[src/rtl/isd_pkg.sv]
package isd_pkg;

  typedef enum logic [1:0] {
    ST_IDLE = 2'd0,
    ST_OPEN = 2'd1,
    ST_DONE = 2'd2
  } winState_e;

  // strobes from control to datapath
  typedef struct packed {
    logic openWin;   // opening cycle: latch entry level, clear gathered state
    logic inWindow;  // a counting cycle inside the window
    logic closeWin;  // closing cycle: judge and fire
    logic clearAll;  // supply recovered: drop everything
  } winStrobe_t;

endpackage

[src/rtl/isd_rise.sv]
module isd_rise (
  input  logic clk,
  input  logic rstN,
  input  logic sigIn,
  output logic rise
);
  logic prevQ;

  // resets to 1 so a flag already high after reset is not a crossing
  always_ff @(posedge clk) begin
    if (!rstN) prevQ <= 1'b1;
    else       prevQ <= sigIn;
  end

  assign rise = sigIn & ~prevQ;
endmodule

[src/rtl/isd_ctl.sv]
module isd_ctl
  import isd_pkg::*;
(
  input  logic       clk,
  input  logic       rstN,
  input  logic       vccLow,
  input  logic       failEdge,
  input  logic       swEdge,
  output winStrobe_t strobe
);
  winState_e stateQ, stateD;

  always_comb begin
    stateD = stateQ;
    strobe = '0;
    unique case (stateQ)
      ST_IDLE: begin
        if (failEdge) begin
          if (swEdge) begin
            stateD = ST_DONE;          // both crossings at once: no window
          end else begin
            strobe.openWin = 1'b1;
            stateD = ST_OPEN;
          end
        end
      end
      ST_OPEN: begin
        if (!vccLow) begin
          strobe.clearAll = 1'b1;
          stateD = ST_IDLE;
        end else if (swEdge) begin
          strobe.closeWin = 1'b1;
          stateD = ST_DONE;
        end else begin
          strobe.inWindow = 1'b1;
        end
      end
      ST_DONE: begin
        if (!vccLow) begin
          strobe.clearAll = 1'b1;
          stateD = ST_IDLE;
        end
      end
      default: stateD = ST_IDLE;
    endcase
  end

  always_ff @(posedge clk) begin
    if (!rstN) stateQ <= ST_IDLE;
    else       stateQ <= stateD;
  end
endmodule

[src/rtl/isd_datapath.sv]
module isd_datapath
  import isd_pkg::*;
#(
  parameter int HOLD_CYCLES = 140
) (
  input  logic       clk,
  input  logic       rstN,
  input  logic       vccBelowFail,
  input  logic       vccBelowSwitch,
  input  logic       ceLow,
  input  logic       ceInBand,
  input  logic       ceAboveCeil,
  input  winStrobe_t strobe,
  output logic       failEdge,
  output logic       swEdge,
  output logic       isoValid
);
  localparam int NUM_SUP = 2;
  localparam int CW = $clog2(HOLD_CYCLES + 1);
  localparam logic [CW-1:0] RUN_LAST = CW'(HOLD_CYCLES - 1);
  localparam logic [CW-1:0] RUN_CAP  = CW'(HOLD_CYCLES);

  logic [NUM_SUP-1:0] supIn, supRise;
  assign supIn = {vccBelowSwitch, vccBelowFail};

  for (genvar g = 0; g < NUM_SUP; g++) begin : gSupEdge
    isd_rise riseI (
      .clk  (clk),
      .rstN (rstN),
      .sigIn(supIn[g]),
      .rise (supRise[g])
    );
  end

  assign failEdge = supRise[0];
  assign swEdge   = supRise[1];

  logic [CW-1:0] runCnt;
  logic heldQ, abortQ, entryOkQ;
  logic restart, lastBand, bandMet, condsMet;

  assign restart  = strobe.openWin | strobe.clearAll;
  assign lastBand = ceInBand && (runCnt >= RUN_LAST);
  assign bandMet  = heldQ | lastBand;
  assign condsMet = entryOkQ & ~abortQ & ~ceAboveCeil & ceLow & bandMet;

  always_ff @(posedge clk) begin
    if (!rstN) begin
      runCnt <= '0;
    end else if (restart) begin
      runCnt <= '0;
    end else if (strobe.inWindow) begin
      if (!ceInBand)           runCnt <= '0;
      else if (runCnt < RUN_CAP) runCnt <= runCnt + 1'b1;
    end
  end

  always_ff @(posedge clk) begin
    if (!rstN) begin
      heldQ    <= 1'b0;
      abortQ   <= 1'b0;
      entryOkQ <= 1'b0;
    end else if (restart) begin
      heldQ    <= 1'b0;
      abortQ   <= 1'b0;
      entryOkQ <= strobe.openWin & ceLow;
    end else if (strobe.inWindow) begin
      if (lastBand)    heldQ  <= 1'b1;
      if (ceAboveCeil) abortQ <= 1'b1;
    end
  end

  always_ff @(posedge clk) begin
    if (!rstN) isoValid <= 1'b0;
    else       isoValid <= strobe.closeWin & condsMet;
  end
endmodule

[src/rtl/iso_signal_detect.sv]
module iso_signal_detect
  import isd_pkg::*;
#(
  parameter int HOLD_CYCLES = 140
) (
  input  logic clk,
  input  logic rstN,
  input  logic vccBelowFail,
  input  logic vccBelowSwitch,
  input  logic ceLow,
  input  logic ceInBand,
  input  logic ceAboveCeil,
  output logic isoValid
);
  winStrobe_t strobe;
  logic failEdge, swEdge;

  isd_ctl ctlI (
    .clk     (clk),
    .rstN    (rstN),
    .vccLow  (vccBelowFail),
    .failEdge(failEdge),
    .swEdge  (swEdge),
    .strobe  (strobe)
  );

  isd_datapath #(.HOLD_CYCLES(HOLD_CYCLES)) dpI (
    .clk           (clk),
    .rstN          (rstN),
    .vccBelowFail  (vccBelowFail),
    .vccBelowSwitch(vccBelowSwitch),
    .ceLow         (ceLow),
    .ceInBand      (ceInBand),
    .ceAboveCeil   (ceAboveCeil),
    .strobe        (strobe),
    .failEdge      (failEdge),
    .swEdge        (swEdge),
    .isoValid      (isoValid)
  );
endmodule

[config.mk]
export PLATFORM = sky130hd
export DESIGN_NAME = iso_signal_detect
export DESIGN_NICKNAME = d
export VERILOG_FILES = /design/src/rtl/isd_pkg.sv /design/src/rtl/isd_rise.sv /design/src/rtl/isd_ctl.sv /design/src/rtl/isd_datapath.sv /design/src/rtl/iso_signal_detect.sv
export SDC_FILE = /design/constraint.sdc
export NUM_CORES = 1
export LEC_CHECK = 0
export CAP_MARGIN = 40
export CORE_MARGIN = 2
export CORE_UTILIZATION = 34
export CTS_BUF_LIST = sky130_fd_sc_hd__clkbuf_8
export DETAILED_ROUTE_END_ITERATION = 12
export DONT_BUFFER_PORTS = 1
export MAX_ROUTING_LAYER = met4
export REMOVE_ABC_BUFFERS = 1
export SLEW_MARGIN = 20
export SYNTH_ARGS = -nofsm -noshare
export SYNTH_HDL_FRONTEND = slang
export SYNTH_SLANG_ARGS = --single-unit
[constraint.sdc]
create_clock -name clk -period 1.8 [get_ports clk]
set_clock_uncertainty 0.05 [all_clocks]
set_input_delay 0.27 -clock clk [delete_from_list [all_inputs] [get_ports clk]]
set_output_delay 0.27 -clock clk [all_outputs]
set_load 0.03 [all_outputs]
# Word-level counts from Yosys, hierarchy flattened
# Cells that the tools add are included.
[totals] inputBits=7 regBits=16 out_inout_bits=1 wordCells=56
[classes] addsub=1 mux=16 reduce_logical=8 eq_ne=6 order_cmp=2 bitwise=15
[ops] operator="8-bit two-way mux" count=2
[ops] operator="2-bit two-way mux" count=7
[ops] operator="8-bit by 1-bit adder with 8-bit output, second input constant" count=1
[ops] operator="1-bit bitwise AND" count=8
[ops] operator="8-bit >= comparator, second input constant" count=1
[ops] operator="8-bit < comparator, second input constant" count=1
[ops] operator="1-bit two-way mux" count=6
[ops] operator="2-bit one-hot mux with 3 select lines" count=1
[ops] operator="2-bit AND reduction" count=3
[ops] operator="1-bit NOT" count=5
[ops] operator="2-bit by 1-bit != test with 1-bit output, second input constant" count=2
[ops] operator="2-bit OR reduction" count=2
[ops] operator="3-bit by 2-bit != test with 1-bit output, second input constant" count=1
[ops] operator="3-bit AND reduction" count=1
[ops] operator="2-bit by 1-bit equality test with 1-bit output, second input constant" count=1
[ops] operator="2-bit equality test, second input constant" count=1
[ops] operator="2-bit zero test" count=1
[ops] operator="2-bit != test, second input constant" count=1
[ops] operator="1-bit OR" count=2
[ops] operator="1-bit logical AND" count=1

# Longest topological paths before layout
# Gate-level depths: netlist of run 1.
[depth] word_depth=7 depth_mapped=7 mapped_depth_nobuf=6

# Modules after synthesis
# From an unflattened synthesis of run 1, not the netlist that was laid out.
[hier_totals] hier_cells=103 area_unflattened_um2=919.6
[modules_own_cells] module="isd_datapath" area_per_inst_um2=625.6 cells_per_inst=71 seq_area_each_um2=240.2 n_inst=1
[modules_own_cells] module="isd_ctl" area_per_inst_um2=214.0 cells_per_inst=26 seq_area_each_um2=40.0 n_inst=1
[modules_own_cells] module="isd_rise" area_per_inst_um2=40.0 cells_per_inst=3 seq_area_each_um2=20.0 n_inst=2

# Worst setup path before layout of run 1
# OpenSTA, ideal clock, no wires.
[synth_path] kind="flip-flop to flip-flop" from="register ctlI.stateQ[0]" to="register dpI.runCnt[4]" stages_incl_launch_ff=8 required_time_ps=1684 synth_period_minus_slack_ps=1713 path_slack_ps=87 path_buffers=1 arrival_time_ps=1597 setup_ps=66 cell_sequence="dfxtp_1 > inv_1 > ha_1 > and3b_1 > a221o_1 > or2_1 > buf_6 > a21oi_2"
[synth_between] elab_chain_len=5 word_cells_on_any_way=10 classes_between="2 x eq/ne; 3 x mux; 1 x bitwise; 4 x reduce/logical"
[synth_lines] item="start, declared" line_no="isd_ctl.sv:11" source="winState_e stateQ, stateD;"
[synth_lines] item="start signal, assigned" line_no="isd_ctl.sv:50" source="else stateQ <= stateD;"
[synth_lines] item="2-bit equality test or 2-bit by 1-bit equality test with 1-bit output (tied branches)" line_no="isd_ctl.sv:16" source="unique case (stateQ)"
[synth_lines] item="2-bit OR reduction (no source line)"
[synth_lines] item="1-bit two-way mux"
[synth_lines] item="1-bit OR" line_no="isd_datapath.sv:42" source="assign restart = strobe.openWin | strobe.clearAll;"
[synth_lines] item="2-bit OR reduction (no source line)"
[synth_lines] item="end signal, assigned" line_no="isd_datapath.sv:54" source="else if (runCnt < RUN_CAP) runCnt <= runCnt + 1'b1;"
[synth_lines] item="end, declared" line_no="isd_datapath.sv:38" source="logic [CW-1:0] runCnt;"
# Several ways; a longest one is shown, not always the timed one.
# A chain may end at the register's enable or synchronous reset.

# Final worst setup path of run 1
# Ends and elaborated chain as after synthesis.

==> results of run 1 <==
## repair_timing
action | 4_1_cts | 5_1_grt
hold endpoints to repair | 0 | 0
setup buffers | 0 | 0
resized for setup | 1 | 0
setup endpoints to repair | 7 | 1
pin swaps | 0 | 1
gates cloned | 0 | 0
## path summary, 6_finish.rpt
path	startpoint	end	slack (ns)	depth (start not counted)
worst min-delay path	rstN	dpI.gSupEdge[0].riseI.prevQ	0.04	1
worst max-delay path	ctlI.stateQ[0]	dpI.runCnt[4]	0.11	6
worst min register to register	dpI.abortQ	dpI.isoValid	0.38	1
worst max register to register	ctlI.stateQ[0]	dpI.runCnt[4]	0.11	6
## routing by layer
| layer | part of all wire [%] | wire length [µm] |
|---|---|---|
| met3 | 5.7 | 92 |
| met1 | 47 | 762 |
| met4 | 2.2 | 36 |
| met5 | 0 | 0 |
| met2 | 45 | 721 |
## Yosys cell counts, types with 2 or more instances
cell type,count,share of area (%)
or3_2,3,2.6
o21ai_1,3,1.7
or3_1,2,1.5
ha_1,4,5.8
nor2_1,5,2.2
a21oi_2,6,6.1
o21ai_0,4,2.3
nand2_1,9,3.9
inv_1,8,3.5
dfxtp_1,16,37
a21oi_1,4,2.3
nand2b_1,2,1.5
nand3_1,4,2.3
nor3_1,4,2.3
## critical path: stages (launching register included)
cell	delay [ns]
dfxtp_1	0.33
inv_1	0.07
ha_1	0.22
and3b_1	0.20
a221o_1	0.34
or2_4	0.31
a21oi_2	0.11
## kinds of logic (layout without fill, tap and decap cells)
kind of cell / after synthesis / after routing / synth area share (%)
simple gates: 41 / 41 / 29.1
compound gates: 24 / 24 / 22.1
flops: 16 / 16 / 37.2
buf+inv: 9 / 14 / 4.80
fa+ha+maj: 4 / 4 / 5.81
xor+xnor: 1 / 1 / 1.02
## stage by stage
| stage | power (mW) | util (%) | setup TNS [ns] | area [µm²] | hold WS, ns |
|---|---|---|---|---|---|
| after global placement | 0.468 | 37.1 | 0 | 902 | 0.293 |
| after global routing | 0.819 | 39.5 | 0 | 960 | 0.0297 |
| after CTS | 0.794 | 39.5 | 0 | 960 | 0.0308 |
| after detailed placement | 0.470 | 37.1 | -0.0474 | 902 | 0.294 |
| after floorplan | 0.447 | - | 0 | 850 | 0.289 |
| final | 0.786 | 39.5 | 0 | 960 | 0.0353 |
## state kept, by name, summed over array words and instances, names as in the netlist
register / flops
dpI.runCnt: 8
ctlI.stateQ: 2
dpI.gSupEdge.riseI.prevQ: 2
dpI.abortQ: 1
dpI.entryOkQ: 1
dpI.heldQ: 1
dpI.isoValid: 1
## cell type report
cell class | count | area [µm²] | area share (%)
Multi-Input combinational cell | 70 | 502 | 52.3
Inverter | 8 | 30.0 | 3.13
Clock buffer | 4 | 55.1 | 5.74
Timing Repair Buffer | 2 | 15.0 | 1.56
Sequential cell | 16 | 320 | 33.4
Tap cell | 30 | 37.5 | 3.91
## power breakdown
group	total (mW)	switching, mW	internal [mW]
sequential	0.372	0.00654	0.365
clock	0.321	0.127	0.194
combinational	0.0931	0.0524	0.0406
total	0.786	0.186	0.600
==> summary.md, run 1 <==
| Metric | Value |
|---|---|
| Status | `complete, no violations` |
| Hold Crit Class | `input port to flip-flop` |
| IO Count | `8` |
| Ys flop type | `dfxtp_1` |
| Mapped Area | `861 µm²` |
| Met2 Use GR | `between 20 and 25%` |
| Startpoint types | `flip-flop` |
| DP HPWL | `around 1.2 mm` |
| CTS buffer count | `3` |
| Most common cell after layout, fill and taps aside | `dfxtp_1` |
| Mapped Cells | `95` |
| First-pass GRT wire length | `about 2.7 mm` |
| Antenna cells | `0` |
| Req. time, crit path | `1.94 ns` |
| Num Clock Sinks | `16` |
| Period utilisation layout | `between 90% and 100%` |
| Vias | `between 600 and 700` |
| Initial DRC Count | `12` |
| GR Util met1 | `between 10% and 20%` |
| Static Leakage | `0.316 nW` |
| # fillers | `between 200 and 300` |
| Top Usage Layer GRT | `met2` |
| Initial Util | `a little over a third` |
| Worst EP arrival | `1.83 ns` |
| Per-cell routed wire length | `12.4 µm` |
| RSZ-0062 raised after global routing | `no` |
| CP endpoint kind | `flip-flop` |
| Final slew viol count | `0` |
| Antenna-violating nets left | `0` |
| Num rows | `18` |
| Die width | `approximately 54 µm` |
| # hold bufs at CTS | `0` |
| Crit-path max FO | `7` |
| Layout cells sized above 1 | `a little under a quarter` |
| Synth-to-Final Area Change | `11.5%` |
| CP Class | `flip-flop to flip-flop` |
| Ys async rst share | `0%` |
| Pwr/cell area | `just over 800 mW/mm²` |
| Max Clk Rate | `~0.59 GHz` |
| Vias/cell | `5.14` |
| Root Buffer | `clkbuf_8` |
| M3 GR Usage | `a little under 5%` |
| Die Ht | `around 54 µm` |
| Synth Area per Inst | `about 9.1 µm²` |
| Wirelength, routed | `~1.6 mm` |
| Yosys warnings | `0` |
| Placed Cells | `between 100 and 150` |
| DR pass1 iterations | `4` |
| Slew HR | `between 70 and 80%` |
| Sequential share of the synthesized area | `37.2%` |
| Highest-count cells in the layout ignoring fill and taps | `dfxtp_1, nand2_1, inv_1, a21oi_2, nor2_1` |
| H-tree levels | `1` |
| Setup violations, final | `0` |
| Pin count of the biggest net entering global routing | `10` |
| Number of enable flip-flop cells after synthesis | `0` |
| Total Routing Usage GR | `between 10 and 15%` |
| Initial antenna violation count | `0` |
| Clk buf depth | `2` |
| Vias in the first global route | `655` |
| Final hold vios | `0` |
| Count of cell types in the netlist | `35` |
| Worst skew pair latency | `roughly 0.25 ns` |
| Clock transition at the registers of the reported paths | `around 0.060 ns` |
| Die Area | `around 0.003 mm²` |
| PnR worst setup slack | `between 0.1 and 0.15 ns` |
| Grt ovf | `0` |
| Fin nets | `between 100 and 150` |
| Final non-filler cell total | `130` |
| RD Place Congestion | `~0.78` |
| Post-layout min period | `between 1.5 and 2 ns` |
| Area of the core | `~0.0024 mm²` |
| Slew @ Worst Pin | `about 0.44 ns` |
| Max-cap viol count | `0` |
| Dpl ws | `-0.0145 ns` |
| CTS tree | `yes` |
| Yosys reg bits | `16` |
| Remaining DRCs | `0` |
| Worst VDD drop | `around 0.4 mV` |
| Port buffer count | `0` |
(Power assumes the default switching activity.)
==> run 2, diff against run 1 <==
==> constraint.sdc (replaced) <==
create_clock -name clk -period 1.8 [get_ports clk]
set_clock_uncertainty 0.05 [all_clocks]
set_input_delay 0.18 -clock clk [delete_from_list [all_inputs] [get_ports clk]]
set_output_delay 0.18 -clock clk [all_outputs]
set_load 0.03 [all_outputs]
==> summary.md, run 2 (synthesis gave the netlist of run 1 again) <==
| Metric | Value |
|---|---|
| RD Place Congestion | `0.777 (unchanged)` |
| Pin count of the biggest net entering global routing | `10 (unchanged)` |
| Setup violations, final | `0 (unchanged)` |
| # fillers | `248 (-1.6%)` |
| First-pass GRT wire length | `2.73 mm (+1.8%)` |
| H-tree levels | `1 (unchanged)` |
| Num Clock Sinks | `16 (unchanged)` |
| Min-delay src | `rstN` |
| Clock transition at the registers of the reported paths | `0.07 ns (about the same)` |
| Vias/cell | `5.13 (-0.21%)` |
| Num rows | `18 (unchanged)` |
| Final slew viol count | `0 (unchanged)` |
| Area of the core | `0.00243 mm² (unchanged)` |
| Worst Hold Endpoint | `ctlI.stateQ[1]` |
| DR pass1 iterations | `4 (unchanged)` |
| Slew HR | `70.5% (about the same)` |
| Worst EP arrival | `1.83 ns (about the same)` |
| Antenna-violating nets left | `0 (unchanged)` |
| Antenna cells | `0 (unchanged)` |
| Highest-count cells in the layout ignoring fill and taps | `dfxtp_1, nand2_1, inv_1, a21oi_2, nor2_1` |
| Reg-to-reg endpoint | `dpI.runCnt[4]` |
| Largest stage delay on the critical path | `0.34 ns (about the same)` |
| Per-cell routed wire length | `12.3 µm (-0.74%)` |
| Fin nets | `115 (+2.7%)` |
| Die Ht | `54.3 µm (unchanged)` |
| Final non-filler cell total | `133 (+2.3%)` |
| Grt ovf | `0 (unchanged)` |
| Status | `complete, no violations` |
| Wirelength, routed | `1.64 mm (+1.5%)` |
| Root Buffer | `clkbuf_8` |
| CP endpoint kind | `flip-flop` |
| Vias | `682 (+2.1%)` |
| Max Clk Rate | `0.592 GHz (+0.16%)` |
| Worst hold slack | `0.0197 ns (-0.0156 ns)` |
| GR Util met1 | `14.5% (unchanged)` |
| Initial Util | `35.4% (unchanged)` |
| DP HPWL | `1.23 mm (unchanged)` |
| Worst skew pair latency | `0.25 ns (about the same)` |
| Reg2reg setup slack | `0.11 ns (about the same)` |
| Dpl ws | `-0.0145 ns (unchanged)` |
| Remaining DRCs | `0 (unchanged)` |
| Clk buf depth | `2 (unchanged)` |
| Total Routing Usage GR | `13.7% (+0.23 points)` |
| Max FFs per register | `8 (unchanged)` |
| Period utilisation layout | `93.8% (-0.15 points)` |
| Hold Crit Class | `input port to flip-flop` |
| Worst-path cell chain | `inv_1, ha_1, and3b_1, a221o_1, or2_4, a21oi_2` |
| Initial antenna violation count | `0 (unchanged)` |
| Initial DRC Count | `15 (+3)` |
| Buf/Inv on CP | `1 (unchanged)` |
| Biggest regs | `dpI.runCnt: 8 flops, ctlI.stateQ: 2 flops, dpI.gSupEdge.riseI.prevQ: 2 flops` |
| Reg2reg path depth | `6 (unchanged)` |
| Postcts setup bufs | `0 (unchanged)` |
| M3 GR Usage | `4.92% (unchanged)` |
| Hold path cells | `2 (+1)` |
| Max-cap viol count | `0 (unchanged)` |
| Port buffer count | `0 (unchanged)` |
| Worst VDD drop | `0.508 mV (+27%)` |
| Req. time, crit path | `1.94 ns (about the same)` |
| Die width | `54.3 µm (unchanged)` |
| Layout cells sized above 1 | `23.3% (-0.70 points)` |
| Synth-to-Final Area Change | `15.0%` |
| Crit-path leading delay family | `simple AND/OR/NAND/NOR gates` |
| Vias in the first global route | `674 (+2.9%)` |
| Pwr/cell area | `798 mW/mm² (-2.6%)` |
| Multi-input combinational cell area | `502 µm² (unchanged)` |
| Static Leakage | `0.327 nW (+3.5%)` |
| Slowest stage cell, crit path | `a221o_1` |
| Met2 Use GR | `22.3% (+0.80 points)` |
| Top reg by flops | `dpI.runCnt` |
| Post-layout min period | `1.69 ns (-0.00273 ns)` |
| CTS tree | `yes` |
| PnR worst setup slack | `0.112 ns (+0.00273 ns)` |
| Register area | `320 µm² (unchanged)` |
| Slew @ Worst Pin | `0.443 ns (-0.000205 ns)` |
| Die Area | `0.00295 mm² (unchanged)` |
| Final hold vios | `0 (unchanged)` |
| Top Usage Layer GRT | `met2` |
| Placed Cells | `126 (unchanged)` |
| Startpoint types | `flip-flop` |
| CP Class | `flip-flop to flip-flop` |
| Crit-path max FO | `7 (unchanged)` |
| Most common cell after layout, fill and taps aside | `dfxtp_1` |
| RSZ-0062 raised after global routing | `no` |
| Reg2reg start | `ctlI.stateQ[0]` |
| Crit path depth | `6 (unchanged)` |
| CTS buffer count | `3 (unchanged)` |
| IO Count | `8 (unchanged)` |
-- run 2: cell types whose count changed in the layout (fill, tap and decap cells not counted), sizes merged --
cell and delta:
dlygate4sd3 +3
-- run 2: metrics by stage --
step                util [%]  power (mW)  TNS (ns)  cell area (µm²)
floorplan                  -       0.447         0              850
global placement        37.1       0.468         0              902
detailed placement      37.1       0.470   -0.0474              902
CTS                     40.7       0.799         0              990
global route            40.7       0.824         0              990
finish                  40.7       0.789         0              990
-- run 2: power breakdown --
group	leakage, nW	switching (mW)	internal [mW]
clock network	0.0288	0.125	0.194
registers	0.130	0.00658	0.365
logic	0.169	0.0537	0.0449
-- run 2: repair_timing --
item                                   4_1_cts  5_1_grt
endpoints found under the hold margin        3        0
pin swaps                                    0        1
cloned                                       0        0
setup endpoints to repair                    7        1
gates resized for setup                      1        0
hold buffers                                 3        0
-- run 2: worst register-to-register path, cell delays in order (launching register included) --
cell and delay [ns]:
dfxtp_1 0.33, inv_1 0.07, ha_1 0.22, and3b_1 0.20, a221o_1 0.34, or2_4 0.31, a21oi_2 0.11
-- run 2: how the worst max path moves through the flow --
stage,start,end,slack (ns)
3_5_place_dp,ctlI.stateQ[0],dpI.runCnt[4],-0.01
4_1_cts,ctlI.stateQ[0],dpI.runCnt[4],0.09
6_report,ctlI.stateQ[0],dpI.runCnt[4],0.11
3_3_place_gp,ctlI.stateQ[0],dpI.runCnt[7],0.04
2_1_floorplan,ctlI.stateQ[0],dpI.runCnt[2],0.07
5_1_grt,ctlI.stateQ[0],dpI.runCnt[4],0.006
-- run 2: layout make-up --
cell class | instances | share of cell area (%)
Multi-Input combinational cell | 70 | 50.7
Sequential cell | 16 | 32.4
Clock buffer | 4 | 5.56
Timing Repair Buffer | 5 | 4.55
Tap cell | 30 | 3.79
Inverter | 8 | 3.03
-- run 2: per-layer routing --
layer	part of all wire [%]	vias to the layer above	wire [µm]
li1	-	355	-
met2	46	9	752
met4	2.2	0	36
met3	5.3	4	86
met1	47	314	763
met5	0	-	0
==> run 3, diff against run 2 <==
CORE_UTILIZATION = 33   (was 34)
CTS_CLUSTER_DIAMETER = 100   (was unset)
==> summary.md, run 3 (synthesis gave the netlist of run 1 again) <==
| Metric | Value |
|---|---|
| Most common cell after layout, fill and taps aside | `dfxtp_1` |
| Hold Crit Class | `input port to flip-flop` |
| Total Routing Usage GR | `13.6% (-0.083 points)` |
| Top reg by flops | `dpI.runCnt` |
| DP HPWL | `1.21 mm (-1.8%)` |
| Clk buf depth | `2 (unchanged)` |
| Status | `complete, no violations` |
| Initial DRC Count | `8 (-7)` |
| Top Usage Layer GRT | `met2` |
| Worst skew pair latency | `0.25 ns (about the same)` |
| Pwr/cell area | `799 mW/mm² (+0.18%)` |
| CP Class | `flip-flop to flip-flop` |
| Post-layout min period | `1.69 ns (-0.00110 ns)` |
| RD Place Congestion | `0.816 (+5.1%)` |
| Initial antenna violation count | `0 (unchanged)` |
| Highest-count cells in the layout ignoring fill and taps | `dfxtp_1, nand2_1, inv_1, a21oi_2` |
| Met2 Use GR | `19.4% (-2.8 points)` |
| Final hold vios | `0 (unchanged)` |
| Worst hold slack | `0.0304 ns (+0.0107 ns)` |
| Static Leakage | `0.342 nW (+4.5%)` |
| Port buffer count | `0 (unchanged)` |
| Period utilisation layout | `93.7% (about the same)` |
| IO Count | `8 (unchanged)` |
| Remaining DRCs | `0 (unchanged)` |
| Final slew viol count | `0 (unchanged)` |
| Slew @ Worst Pin | `0.328 ns (-0.114 ns)` |
| Vias | `685 (+0.44%)` |
| Layout cells sized above 1 | `25.5% (+2.2 points)` |
| Setup violations, final | `0 (unchanged)` |
| Final non-filler cell total | `136 (+2.3%)` |
| Max Clk Rate | `0.593 GHz (about the same)` |
| Worst VDD drop | `0.622 mV (+22%)` |
| Slew HR | `78.1% (+7.6 points)` |
| Antenna cells | `0 (unchanged)` |
| Req. time, crit path | `1.93 ns (about the same)` |
| GR Util met1 | `17.6% (+3.1 points)` |
| Fin nets | `118 (+2.6%)` |
| CP endpoint kind | `flip-flop` |
| CTS buffer count | `3 (unchanged)` |
| Die width | `55.1 µm (+1.4%)` |
| M3 GR Usage | `6.99% (+2.1 points)` |
| Power, Total | `0.809 mW (+2.5%)` |
| Crit-path max FO | `7 (unchanged)` |
| Biggest regs | `dpI.runCnt: 8 flops, ctlI.stateQ: 2 flops, dpI.gSupEdge.riseI.prevQ: 2 flops` |
| Placed Cells | `128 (+1.6%)` |
| Setup_tns | `0 ns (unchanged)` |
| Clock transition at the registers of the reported paths | `0.06 ns (about the same)` |
| Max FFs per register | `8 (unchanged)` |
| Num Clock Sinks | `16 (unchanged)` |
| Pin count of the biggest net entering global routing | `10 (unchanged)` |
| First-pass GRT wire length | `2.84 mm (+4.0%)` |
| Num rows | `18 (unchanged)` |
| Wirelength, routed | `1.62 mm (-1.3%)` |
| CTS tree | `yes` |
| Initial Util | `34.7% (-0.64 points)` |
| RSZ-0062 raised after global routing | `no` |
| Root Buffer | `clkbuf_8` |
| Per-cell routed wire length | `11.9 µm (-3.5%)` |
| Grt ovf | `0 (unchanged)` |
| Synth-to-Final Area Change | `17.6%` |
| # fillers | `257 (+3.6%)` |
| Startpoint types | `flip-flop` |
| Max-cap viol count | `0 (unchanged)` |
| Die Ht | `55.1 µm (+1.4%)` |
| Worst EP arrival | `1.82 ns (about the same)` |
| DR pass1 iterations | `4 (unchanged)` |
| Antenna-violating nets left | `0 (unchanged)` |
| Vias in the first global route | `648 (-3.9%)` |
| Vias/cell | `5.04 (-1.8%)` |
| Die Area | `0.00303 mm² (+2.8%)` |
| H-tree levels | `1 (unchanged)` |
| Area of the core | `0.00248 mm² (+1.9%)` |
-- run 3: changes by cell type in the layout (fill, tap and decap cells not counted) --
cell / change
buf_4: +3
-- run 3: critical path, cell delays in order (launching register included) --
cell	delay, ns
dfxtp_1	0.33
inv_1	0.07
ha_1	0.21
and3b_1	0.20
a221o_1	0.34
or2_4	0.32
a21oi_2	0.12
-- run 3: layer usage --
metal | up-vias | wire (µm) | part of all wire [%]
met5 | - | 0 | 0
li1 | 362 | - | -
met4 | 0 | 9 | 0.56
met2 | 19 | 723 | 45
met3 | 2 | 118 | 7.3
met1 | 302 | 766 | 47
-- run 3: where the power goes --
group / switching [mW] / total (mW) / internal [mW]
clock network: 0.119 / 0.313 / 0.194
registers: 0.00580 / 0.371 / 0.365
logic: 0.0611 / 0.125 / 0.0639
total: 0.186 / 0.809 / 0.623
-- run 3: repair_timing --
action | in CTS | in global routing
setup endpoints to repair | 2 | 1
resized for setup | 1 | 0
hold buffers | 3 | 0
buffers inserted | 0 | 1
pin swaps | 0 | 1
hold endpoints to repair | 3 | 0
-- run 3: final timing paths --
check,from,slack (ns),endpoint,depth (start not counted)
worst max register to register,ctlI.stateQ[0],0.11,dpI.runCnt[7],6
worst min register to register,dpI.abortQ,0.38,dpI.isoValid,1
worst max-delay path,ctlI.stateQ[0],0.11,dpI.runCnt[7],6
worst min-delay path,rstN,0.03,ctlI.stateQ[1],2
-- run 3: final cells by class --
class / count / area (µm²) / share of cell area [%]
clock buffer: 4 / 55.1 / 5.44
inverter: 8 / 30.0 / 2.97
multi-input combinational: 70 / 502 / 49.6
sequential: 16 / 320 / 31.6
tap: 30 / 37.5 / 3.71
timing repair buffer: 8 / 67.6 / 6.67
-- run 3: metrics by stage --
step	setup WS, ns	utilization (%)	instance area, µm²
global route	0.00574	40.9	1010
finish	0.113	40.9	1010
floorplan	0.0674	-	850
global placement	0.0651	37.0	917
CTS	0.106	40.6	1000
detailed placement	0.0232	37.0	917
